===== src/rtl/tmr_oc_pkg.sv =====
package tmr_oc_pkg;

  typedef enum logic [1:0] {
    CM_NORMAL = 2'd0,
    CM_CLEAR  = 2'd1,
    CM_FAST   = 2'd2,
    CM_PHASE  = 2'd3
  } cnt_mode_e;

  typedef struct packed {
    logic [1:0] omode;
    cnt_mode_e  mode;
    logic [2:0] src;
  } ctrl_t;

  localparam logic [2:0] A_CTRL = 3'd0;
  localparam logic [2:0] A_CNT  = 3'd1;
  localparam logic [2:0] A_CMP  = 3'd2;
  localparam logic [2:0] A_FLAG = 3'd3;
  localparam logic [2:0] A_IEN  = 3'd4;

  function automatic logic is_pwm(cnt_mode_e m);
    return m[1];
  endfunction

endpackage


===== src/rtl/tmr_oc_prescale.sv =====
module tmr_oc_prescale #(
  parameter int SLOW_LOG2   = 3,
  parameter int SLOWER_LOG2 = 6
) (
  input  logic       clk,
  input  logic       rst_n,
  input  logic [2:0] src,
  input  logic       ext_tick,
  output logic       tick
);
  localparam int PW   = SLOWER_LOG2;
  localparam int NDIV = 2;
  localparam int DLOG [NDIV] = '{SLOW_LOG2, SLOWER_LOG2};

  logic [PW-1:0]   pc;
  logic [NDIV-1:0] div_tick;

  always_ff @(posedge clk or negedge rst_n)
    if (!rst_n) pc <= '0;
    else        pc <= pc + 1'b1;

  for (genvar g = 0; g < NDIV; g++) begin : g_tap
    assign div_tick[g] = &pc[DLOG[g]-1:0];
  end

  always_comb begin
    case (src)
      3'd1:    tick = 1'b1;
      3'd2:    tick = div_tick[0];
      3'd3:    tick = div_tick[1];
      3'd4:    tick = ext_tick;
      default: tick = 1'b0;
    endcase
  end
endmodule


===== src/rtl/tmr_oc_counter.sv =====
module tmr_oc_counter
  import tmr_oc_pkg::*;
#(
  parameter int W = 8
) (
  input  logic         clk,
  input  logic         rst_n,
  input  logic         tick,
  input  cnt_mode_e    mode,
  input  logic         match,
  input  logic         load,
  input  logic [W-1:0] load_val,
  output logic [W-1:0] cnt,
  output logic         rising,
  output logic         at_bottom,
  output logic         at_max,
  output logic         ovf_evt
);
  localparam logic [W-1:0] TOP = '1;

  assign at_bottom = (cnt == '0);
  assign at_max    = (cnt == TOP);
  assign ovf_evt   = tick & ((mode == CM_PHASE) ? at_bottom : at_max);

  always_ff @(posedge clk or negedge rst_n) begin
    if (!rst_n) begin
      cnt    <= '0;
      rising <= 1'b1;
    end else if (load) begin
      cnt <= load_val;
    end else if (tick) begin
      case (mode)
        CM_CLEAR: cnt <= match ? '0 : cnt + 1'b1;
        CM_PHASE: begin
          if (rising) begin
            if (at_max) begin
              cnt    <= TOP - 1'b1;
              rising <= 1'b0;
            end else begin
              cnt <= cnt + 1'b1;
            end
          end else begin
            if (at_bottom) begin
              cnt    <= {{(W-1){1'b0}}, 1'b1};
              rising <= 1'b1;
            end else begin
              cnt <= cnt - 1'b1;
            end
          end
        end
        default:  cnt <= cnt + 1'b1;
      endcase
    end
  end
endmodule


===== src/rtl/tmr_oc_compare.sv =====
module tmr_oc_compare #(
  parameter int W = 8
) (
  input  logic         clk,
  input  logic         rst_n,
  input  logic         wr,
  input  logic [W-1:0] wval,
  input  logic         pwm,
  input  logic         reload,
  input  logic [W-1:0] cnt,
  output logic [W-1:0] shadow,
  output logic         match
);
  logic [W-1:0] active;

  assign match = (cnt == active);

  always_ff @(posedge clk or negedge rst_n) begin
    if (!rst_n) begin
      active <= '0;
      shadow <= '0;
    end else begin
      if (wr) shadow <= wval;
      if (pwm && reload)   active <= shadow;
      else if (wr && !pwm) active <= wval;
    end
  end
endmodule


===== src/rtl/tmr_oc_wave.sv =====
module tmr_oc_wave
  import tmr_oc_pkg::*;
(
  input  logic       clk,
  input  logic       rst_n,
  input  logic       tick,
  input  cnt_mode_e  mode,
  input  logic [1:0] omode,
  input  logic       match,
  input  logic       at_max,
  input  logic       rising,
  input  logic       force_req,
  input  logic [1:0] force_omode,
  output logic       wave
);
  function automatic logic step(logic [1:0] om, logic cur);
    case (om)
      2'd1:    return ~cur;
      2'd2:    return 1'b0;
      2'd3:    return 1'b1;
      default: return cur;
    endcase
  endfunction

  always_ff @(posedge clk or negedge rst_n) begin
    if (!rst_n) begin
      wave <= 1'b0;
    end else if (force_req) begin
      wave <= step(force_omode, wave);
    end else if (tick) begin
      case (mode)
        CM_FAST: begin
          if (omode[1]) begin
            if (at_max)     wave <= ~omode[0];
            else if (match) wave <= omode[0];
          end
        end
        CM_PHASE: begin
          if (omode[1] && match) wave <= (rising == omode[0]);
        end
        default: begin
          if (match) wave <= step(omode, wave);
        end
      endcase
    end
  end
endmodule


===== src/rtl/tmr_oc.sv =====
module tmr_oc
  import tmr_oc_pkg::*;
#(
  parameter int W           = 8,
  parameter int SLOW_LOG2   = 3,
  parameter int SLOWER_LOG2 = 6
) (
  input  logic         clk,
  input  logic         rst_n,
  input  logic         wr_en,
  input  logic [2:0]   addr,
  input  logic [W-1:0] wdata,
  output logic [W-1:0] rdata,
  input  logic         ext_tick,
  input  logic         ack_ovf,
  input  logic         ack_cmp,
  output logic         irq_ovf,
  output logic         irq_cmp,
  output logic         wave_out,
  output logic         at_bottom,
  output logic         at_max
);
  ctrl_t        ctrl_q, wctrl;
  logic [1:0]   ien_q;
  logic         ovf_f, cmp_f;
  logic         wr_ctrl, wr_cnt, wr_cmp, wr_flag, wr_ien;
  logic         tick, match, rising, ovf_evt, force_req, wave_q;
  logic [W-1:0] cnt_q, shadow;

  assign wr_ctrl = wr_en && (addr == A_CTRL);
  assign wr_cnt  = wr_en && (addr == A_CNT);
  assign wr_cmp  = wr_en && (addr == A_CMP);
  assign wr_flag = wr_en && (addr == A_FLAG);
  assign wr_ien  = wr_en && (addr == A_IEN);

  assign wctrl     = ctrl_t'(wdata[6:0]);
  assign force_req = wr_ctrl && wdata[7] && !is_pwm(wctrl.mode);

  tmr_oc_prescale #(.SLOW_LOG2(SLOW_LOG2), .SLOWER_LOG2(SLOWER_LOG2)) u_pre (
    .clk(clk), .rst_n(rst_n), .src(ctrl_q.src), .ext_tick(ext_tick), .tick(tick)
  );

  tmr_oc_counter #(.W(W)) u_cnt (
    .clk(clk), .rst_n(rst_n), .tick(tick), .mode(ctrl_q.mode), .match(match),
    .load(wr_cnt), .load_val(wdata), .cnt(cnt_q), .rising(rising),
    .at_bottom(at_bottom), .at_max(at_max), .ovf_evt(ovf_evt)
  );

  tmr_oc_compare #(.W(W)) u_cmp (
    .clk(clk), .rst_n(rst_n), .wr(wr_cmp), .wval(wdata),
    .pwm(is_pwm(ctrl_q.mode)), .reload(tick && at_max),
    .cnt(cnt_q), .shadow(shadow), .match(match)
  );

  tmr_oc_wave u_wave (
    .clk(clk), .rst_n(rst_n), .tick(tick), .mode(ctrl_q.mode), .omode(ctrl_q.omode),
    .match(match), .at_max(at_max), .rising(rising),
    .force_req(force_req), .force_omode(wctrl.omode), .wave(wave_q)
  );

  always_ff @(posedge clk or negedge rst_n) begin
    if (!rst_n) begin
      ctrl_q <= '0;
      ien_q  <= '0;
      ovf_f  <= 1'b0;
      cmp_f  <= 1'b0;
    end else begin
      if (wr_ctrl) ctrl_q <= wctrl;
      if (wr_ien)  ien_q  <= wdata[1:0];
      ovf_f <= ovf_evt | (ovf_f & ~(ack_ovf | (wr_flag & wdata[0])));
      cmp_f <= (tick & match) | (cmp_f & ~(ack_cmp | (wr_flag & wdata[1])));
    end
  end

  always_comb begin
    case (addr)
      A_CTRL:  rdata = W'({1'b0, ctrl_q});
      A_CNT:   rdata = cnt_q;
      A_CMP:   rdata = shadow;
      A_FLAG:  rdata = W'({cmp_f, ovf_f});
      A_IEN:   rdata = W'(ien_q);
      default: rdata = '0;
    endcase
  end

  assign irq_ovf  = ovf_f & ien_q[0];
  assign irq_cmp  = cmp_f & ien_q[1];
  assign wave_out = (ctrl_q.omode != 2'd0) & wave_q;
endmodule


===== config.mk =====
export PLATFORM = sky130hd
export DESIGN_NAME = tmr_oc
export DESIGN_NICKNAME = d
export VERILOG_FILES = /design/src/rtl/tmr_oc_pkg.sv /design/src/rtl/tmr_oc_prescale.sv /design/src/rtl/tmr_oc_counter.sv /design/src/rtl/tmr_oc_compare.sv /design/src/rtl/tmr_oc_wave.sv /design/src/rtl/tmr_oc.sv
export SDC_FILE = /design/constraint.sdc
export NUM_CORES = 1
export LEC_CHECK = 0
export CAP_MARGIN = 15
export CORE_MARGIN = 2
export CORE_UTILIZATION = 57
export CTS_BUF_LIST = sky130_fd_sc_hd__clkbuf_16
export DETAILED_ROUTE_END_ITERATION = 6
export PLACE_DENSITY = 0.9
export SKIP_LAST_GASP = 1
export SYNTH_ARGS = -nofsm -noshare
export SYNTH_HDL_FRONTEND = slang
export SYNTH_SLANG_ARGS = --single-unit

===== constraint.sdc =====
create_clock -name clk -period 2.24 [get_ports clk]
set_input_delay 0.336 -clock clk [delete_from_list [all_inputs] [get_ports clk]]
set_output_delay 0.336 -clock clk [all_outputs]
set_load 0.01 [all_outputs]

# Yosys cells after proc, flatten, opt, wreduce, memory -nomap -nowiden
# Index checks and enable logic that the tools add are counted.
# Widths: inputs -> output; s select.
[word_totals]
regBits = 43
latch_bits = 0
mem_bits_rw = 0
rom_bits = 0
input_bits = 17
output_inout_bits = 13
wordCells = 107
memories = 0
[classes]
add_sub_neg = 3
n_mul = 0
n_div = 0
magnitude_cmp = 0
n_eq_ne = 24
n_shift = 0
n_mux = 25
bitwise = 18
reduce_logical = 25
[op_table]
columns = ["cell", "count"]
rows = [
  ["$mux 8", 8],
  ["$pmux 8 s5", 1],
  ["$pmux 8 s2", 1],
  ["$eq 2x2->1 const B", 6],
  ["$eq 3x2->1 const B", 4],
  ["$logic_and 1x1->1", 11],
  ["$mux 1", 11],
  ["$and 1x1->1", 9],
  ["$add 8x1->8 const B", 1],
  ["$eq 8x8->1", 1],
  ["$eq 8x8->1 const B", 1],
  ["$logic_not 8->1", 1],
  ["$reduce_bool 2->1", 4],
  ["$sub 8x1->8 const B", 1],
  ["$reduce_and 7->1", 1],
  ["$add 6x1->6 const B", 1],
  ["$eq 2x1->1 const B", 3],
  ["$eq 3x1->1 const B", 2],
  ["$eq 3x3->1 const B", 2],
  ["$pmux 1 s3", 2],
  ["$reduce_and 3->1", 2],
  ["$reduce_and 6->1", 1],
  ["$reduce_bool 6->1", 1],
  ["$not 1->1", 5],
  ["other kinds (11)", 15],
]

# Depth between registers and ports, before layout
# Gate-level depths: netlist of the first run.
[logic_depth]
depth_word = 7
ltp_mapped = 9
depth_no_buf = 8

# Modules after synthesis
# Synthesis of the first run repeated with hierarchy kept, for this count alone.
[unflattened]
cells_unflattened = 326
area_unflattened_um2 = 3096.7
[modules_own_cells]
columns = ["module", "n_inst", "cells_each", "area_each_um2", "seq_area_each_um2"]
rows = [
  ["tmr_oc_counter", 1, 135, 1013.5, 226.5],
  ["tmr_oc_compare", 1, 72, 860.8, 400.4],
  ["tmr_oc", 1, 76, 779.5, 275.3],
  ["tmr_oc_prescale", 1, 24, 279.0, 150.1],
  ["tmr_oc_wave", 1, 19, 163.9, 25.0],
]

# Least setup slack after synthesis of the first run
# OpenSTA, ideal clock, no wires.
[synth_path]
path_kind = "register to register"
from = "register u_pre.pc[0]"
to = "register u_cmp.active[4]"
setup_time_ns = 0.126
arrival_time_ns = 1.747
t_required_ns = 2.114
path_slack_ns = 0.367
stages_incl_launch_ff = 8
n_path_buf = 0
synth_period_minus_slack_ns = 1.873
cell_sequence = "dfrtp_1 -> ha_1 -> ha_1 -> nand3b_1 -> o221a_2 -> nor3_4 -> nor2_2 -> a221o_1"
[synth_between]
elab_chain_cells = 5
word_cells_on_any_way = 7
classes_between = "2 x mux; 5 x reduce/logical"
[synth_rtl]
columns = ["item", "line", "text"]
rows = [
  ["start: declaration", "tmr_oc_prescale.sv:15", "logic [PW-1:0] pc;"],
  ["start signal: assignment", "tmr_oc_prescale.sv:20", "else pc <= pc + 1'b1;"],
  ["$reduce_and 6->1 / $reduce_and 3->1 (equally long branches)", "tmr_oc_prescale.sv:23", "assign div_tick[g] = &pc[DLOG[g]-1:0];"],
  ["$pmux 1 s4 (*)", "tmr_oc_prescale.sv:27", "case (src)"],
  ["$logic_and 1x1->1 (*)", "tmr_oc.sv:51", ".pwm(is_pwm(ctrl_q.mode)), .reload(tick && at_max),"],
  ["$logic_and 1x1->1 (*)", "tmr_oc_compare.sv:24", "if (pwm && reload) active <= shadow;"],
  ["$mux 8 / $reduce_bool 2->1 (equally long branches)", "-", ""],
  ["end signal: assignment", "tmr_oc_compare.sv:24", ""],
  ["end signal: assignment", "tmr_oc_compare.sv:25", "else if (wr && !pwm) active <= wval;"],
  ["end: declaration", "tmr_oc_compare.sv:14", "logic [W-1:0] active;"],
]
# Every way passes the cells marked *; elsewhere a longest branch is shown, timed or not.
# A chain may end at the register's enable or synchronous reset.

# Worst setup path after layout of the first run
[layout_path]
from = "register ctrl_q[3] in the netlist's numbering"
to = "output rdata[3]"
[layout_between]
elab_chain_cells = 1
[layout_rtl]
columns = ["item", "line", "text"]
rows = [
  ["start: declaration", "tmr_oc.sv:23", "ctrl_t ctrl_q, wctrl;"],
  ["start signal: assignment", "tmr_oc.sv:68", "if (wr_ctrl) ctrl_q <= wctrl;"],
  ["$pmux 8 s5", "tmr_oc.sv:76", "case (addr)"],
  ["end: declaration", "tmr_oc.sv:13", "output logic [W-1:0] rdata,"],
]
# Every way passes these cells.

==> qor.txt, run 1 <==
status: complete, but fails checks
failing checks: hold timing
async set-reset flop share out of synthesis: 100%
pwr/cell area: 1010 mW/mm²
fillcell total: 326
Remaining Overflow, GRT: 0
critical path arrival: 1.77 ns
clock-pin slew on the worst setup and hold paths: 0.06 ns
#FFs+latches synth: 43
total core area: 0.00482 mm²
Initial Util: 60.0%
maximum number of pins on one net before global-route repair: 24
Die X: 75.2 µm
Post-synth EDFFs: 0
worst hold path class: input port to asynchronous set/reset pin
clock root cell: clkbuf_16
DRT Pass-1 Iters: 7
Leakage: 1.57 nW
crit path capture type: primary output
most frequent cells in the layout: dfrtp_1, buf_4, nor2_1
DRT iter0 DRCs: 296
Final Critical Period: 2.11 ns
clk_lat worst skew: 0.28 ns
final worst-path cycle share: 94.2%
layout cells sized above 1: 20.6%
worst vdd ir: 0.558 mV
Diodes inserted: 0
count of cell types in the netlist: 56
TritonCTS clock tree: yes
relative max-transition margin: 64.4%
IO Port Bufs: 29
Max Slew Vio Count: 0
design area: 0.00357 mm²
dpl cell area: 0.00338 mm²
remaining antenna violation count: 0
overall routing resource usage: 32.2%
WL per Instance: 19.8 µm
Vias/cell: 6.48
syn avg cell area: 9.33 µm²
Die Span Y: 75.2 µm
CP Launch Type: flop
syn_nets: 333
most common cell after layout, fill and taps aside: dfrtp_1
die area: 0.00566 mm²
Primary FF master, synth: dfrtp_1
RSZ-0062 raised after global routing: no
post-DP HPWL: 5950 µm
Area Overhead vs Synth: 23.4%
Placer Congestion: 0.937
initial antenna violation count: 0
worst-case clock buffer depth: 2
Final Worst Setup Slack: 0.129 ns
Tot Pwr: 3.60 mW
DR vias: 2,762
Net count, final: 382
Ports: 30
Total Wirelength: 8440 µm
Required @ worst endpoint: 1.90 ns
global-route wire length before repair: 13,300 µm
htree depth: 2
Worst Skew: 0.00342 ns
final setup fails: 0
Fmax achieved: 474 MHz
sequential fraction of the synthesis area: 37.3%
vias in the first global route: 2,646
Synth warnings: 0
slew at the pin closest to its max-slew limit: 0.532 ns
Cell Area, Synth: 0.00289 mm²
CTS buffer count: 5
Site Rows: 25
critical path class: flop to primary output
final hold violation count: 14
hold slack: -0.00344 ns
Crit Path Max Fanout: 9
Max Cap Violations: 0
Place WS: -0.228 ns
post-synthesis cell count: 310
Remaining DRCs: 0
clock sinks: 43
[what timing repair did]
item	in CTS	in global routing
resized for setup	13	2
endpoints found under the setup margin	10	3
buffers inserted	3	0
hold buffers	0	0
[synthesized netlist by cell type (4+ instances only)]
master    instances  area [µm²]
inv_1             9        33.8
a21oi_1          21         105
nor3_1            8        40.0
nand2_1          22        82.6
nand2b_1          5        31.3
mux2_2           18         203
a22o_1            4        35.0
a221o_1           4        40.0
mux2i_1           8        80.1
or3_1             5        31.3
clkbuf_1          7        26.3
nand4_1           4        25.0
nor2_1           29         109
buf_1             4        15.0
xnor2_1          16         140
ha_1              6        75.1
a31oi_1           4        25.0
dfrtp_1          42        1050
nand3_1          11        55.1
and2_1            8        50.1
buf_2             4        20.0
o21ai_0          16        80.1
a21o_1            5        37.5
[path summary, 6_finish.rpt]
path | startpoint | end | slack, ns | depth (start not counted)
min | rst_n | u_pre.pc[1] | -0.003 | 1
max in group asynchronous | rst_n | u_cnt.cnt[2] | 1.55 | 2
min in group clk | u_pre.pc[0] | u_pre.pc[0] | 0.48 | 1
max reg2reg | u_pre.pc[0] | u_cnt.rising | 0.18 | 7
max | ctrl_q[3] | rdata[3] | 0.13 | 5
min reg2reg | u_pre.pc[0] | u_pre.pc[0] | 0.48 | 1
[cell families after synthesis]
logic type | Yosys count | share of synthesized area [%]
buffers and inverters | 27 | 4.20
adders and majority gates | 6 | 2.60
muxes | 27 | 10.6
xor gates and xnor gates | 19 | 5.76
and+or+nand+nor | 114 | 22.1
AOI/OAI and AO/OA | 74 | 17.6
DFF | 43 | 37.3
[where the power goes]
part | total, mW | internal, mW | leakage, nW | switching (mW)
combinational | 1.54 | 0.722 | 0.975 | 0.818
clock | 0.813 | 0.519 | 0.0759 | 0.293
sequential | 1.25 | 0.970 | 0.517 | 0.277
total | 3.60 | 2.21 | 1.57 | 1.39
[through the flow]
step | hold slack [ns] | util (%) | setup TNS (ns) | cells
after global routing | 0.0368 | 74.1 | 0 | 426
after CTS | 0.00950 | 74.0 | 0 | 426
final | -0.00344 | 74.1 | 0 | 426
after floorplan | 0.0404 | - | 0 | 310
after global placement | 0.308 | 70.2 | -0.356 | 416
after detailed placement | 0.311 | 70.2 | -1.27 | 416
[critical path: stages, from the launching register on]
cell and delay, ns:
dfrtp_1 0.56, mux2i_1 0.12, nor2_1 0.11, a21oi_1 0.06
nor2_1 0.09, clkdlybuf4s50_1 0.54
[per-layer routing]
layer	wire (µm)	share of wire [%]	up-vias	track usage, %
met1	3270	39	1303	41.6
met5	0	0	-	0
met2	4050	48	188	52.0
met4	376	4.5	0	15.0
li1	-	-	1222	-
met3	742	8.8	49	6.69
[sequential cells by signal, summed over array words and instances (netlist names)]
name,cells
u_cmp.shadow,8
ctrl_q,7
ovf_f,1
u_pre.pc,6
ien_q,2
cmp_f,1
u_cnt.rising,1
u_cmp.active,8
u_cnt.cnt,8
u_wave.wave,1
[cell type report]
class | count | area, µm² | share of cell area, %
flip-flops and latches | 43 | 1080 | 30.2
multi-input cells | 240 | 1690 | 47.4
inverters | 9 | 33.8 | 0.947
clock buffers | 5 | 125 | 3.51
repair buffers | 60 | 517 | 14.5
well taps | 67 | 83.8 | 2.35
clock inverters | 2 | 37.5 | 1.05
Note: power is estimated with default switching activity, not from simulation.
==> run 2, diff against run 1 <==
CORE_UTILIZATION = 45   (was 57)
MAX_ROUTING_LAYER = met4   (was not set)
PLACE_DENSITY = 0.76   (was 0.9)
==> qor.txt, run 2 (same netlist as run 1, synthesis figures left out) <==
relative max-transition margin: 65.9%
CP Launch Type: input port
Largest regs: u_cmp.active (8), u_cmp.shadow (8), u_cnt.cnt (8)
Fmax achieved: 458 MHz
post-layout util: 57.8%
dpl cell area: 0.00342 mm²
Ports: 30
Total Wirelength: 7800 µm
Initial Util: 46.1%
TritonCTS clock tree: yes
Die Span Y: 84.2 µm
most frequent cells in the layout: dfrtp_1, buf_4, nor2_1
fillcell total: 541
worst setup path start: addr[1]
critical path class: input port to primary output
clk_lat worst skew: 0.28 ns
flop2flop setup slack: 0.15 ns
RR Endpoint: u_cnt.cnt[7]
Area Overhead vs Synth: 25.4%
layout cells sized above 1: 20.9%
Worst Reg2Reg Path Length in Cells: 8
initial antenna violation count: 0
Vias/cell: 5.96
post-DP HPWL: 5730 µm
Crit path top cell by count: clkdlybuf4s50_1
worst-case clock buffer depth: 2
vias in the first global route: 2,571
Reg-to-Reg Start: u_pre.pc[0]
Placer Congestion: 0.891
status: finished clean
IO Port Bufs: 29
htree depth: 2
die area: 0.00708 mm²
CTS buffer count: 5
Diodes inserted: 0
total core area: 0.00628 mm²
DR vias: 2,621
CP peak stage delay: 0.54 ns
CP cell instances: clkdlybuf4s50_1 > nor2b_1 > buf_4 > a21oi_1 > nor2_1 > clkdlybuf4s50_1
Required @ worst endpoint: 1.90 ns
Remaining DRCs: 0
Remaining Overflow, GRT: 0
global-route wire length before repair: 13,000 µm
Net count, final: 385
worst hold path class: input port to asynchronous set/reset pin
Leakage: 1.64 nW
Setup TNS: 0 ns
Max Slew Vio Count: 0
maximum number of pins on one net before global-route repair: 44
design area: 0.00363 mm²
Site Rows: 29
crit path capture type: primary output
overall routing resource usage: 23.7%
hold slack: 0.0149 ns
Worst Skew: 0.00449 ns
DRT Pass-1 Iters: 5
Max Cap Violations: 0
WL per Instance: 17.7 µm
clock root cell: clkbuf_16
clock sinks: 43
Die X: 84.2 µm
pwr/cell area: 985 mW/mm²
Final Critical Period: 2.18 ns
Worst path top cell family by delay: buffers and inverters
critical path arrival: 1.85 ns
remaining antenna violation count: 0
CP bufs+invs: 3
final hold violation count: 0
most common cell after layout, fill and taps aside: dfrtp_1
slowest CP cell: clkdlybuf4s50_1
Crit Path Max Fanout: 6
final worst-path cycle share: 97.4%
worst vdd ir: 0.523 mV
slew at the pin closest to its max-slew limit: 0.510 ns
DRT iter0 DRCs: 191
final setup fails: 0
clock-pin slew on the worst setup and hold paths: 0.06 ns
## run 2: cell types whose count changed in the layout (fill, tap and decap cells not counted), moves of 2 or more
cell / delta
dlygate4sd2_1: -4
dlymetal6s2s_1: +3
o21ai_1: -2
o21ai_0: +2
inv_1: +2
## run 2: metrics by stage
stage / power, mW / std cells / setup slack [ns]
4_1_cts: 3.56 / 440 / 0.00835
3_3_place_gp: 2.71 / 428 / -0.169
6_report: 3.57 / 440 / 0.0572
2_1_floorplan: 2.24 / 310 / 0.367
5_1_grt: 3.78 / 440 / -0.00331
3_5_place_dp: 2.73 / 428 / -0.172
## run 2: how the worst max path moves through the flow
stage	endpoint	slack, ns	depth (start not counted)
final	rdata[7]	0.06	6
after floorplan	u_cmp.active[4]	0.37	7
after global placement	rdata[1]	-0.17	4
after detailed placement	rdata[1]	-0.17	4
after global routing	rdata[7]	-0.003	6
after CTS	at_max	0.008	5
## run 2: worst reg2reg max path, cell delays in order (launching register included)
cell and delay [ns]:
dfrtp_1 0.41, ha_1 0.25, ha_1 0.20, nand3b_1 0.10
o221ai_1 0.20, buf_4 0.23, or3_1 0.35, o21ai_0 0.13
a31oi_1 0.08
## run 2: area by class of cell
class	count	area, µm²	share of cell area, %
Timing Repair Buffer	63	562	15.5
Sequential cell	43	1080	29.7
Clock buffer	5	125	3.45
Clock inverter	3	37.5	1.03
Inverter	9	33.8	0.931
Tap cell	77	96.3	2.66
Multi-Input combinational cell	240	1700	46.7
## run 2: what timing repair did
item                       in CTS  in global routing
buffers inserted                3                  0
hold buffers                    0                  0
pin swaps                       1                  0
gates resized for setup         6                  6
setup endpoints to repair      10                  5
gates cloned                    1                  0
## run 2: layer usage
layer | wire (µm) | part of all wire (%) | vias up | GRT usage (%)
li1 | - | - | 1225 | -
met1 | 3540 | 45 | 1253 | 32.7
met5 | 0 | 0 | - | -
met3 | 491 | 6.3 | 21 | 3.44
met2 | 3510 | 45 | 122 | 35.7
met4 | 254 | 3.3 | 0 | 8.65
## run 2: where the power goes
group / internal (mW) / switching, mW
registers: 0.969 / 0.255
clock network: 0.518 / 0.287
logic: 0.745 / 0.797
total: 2.23 / 1.34
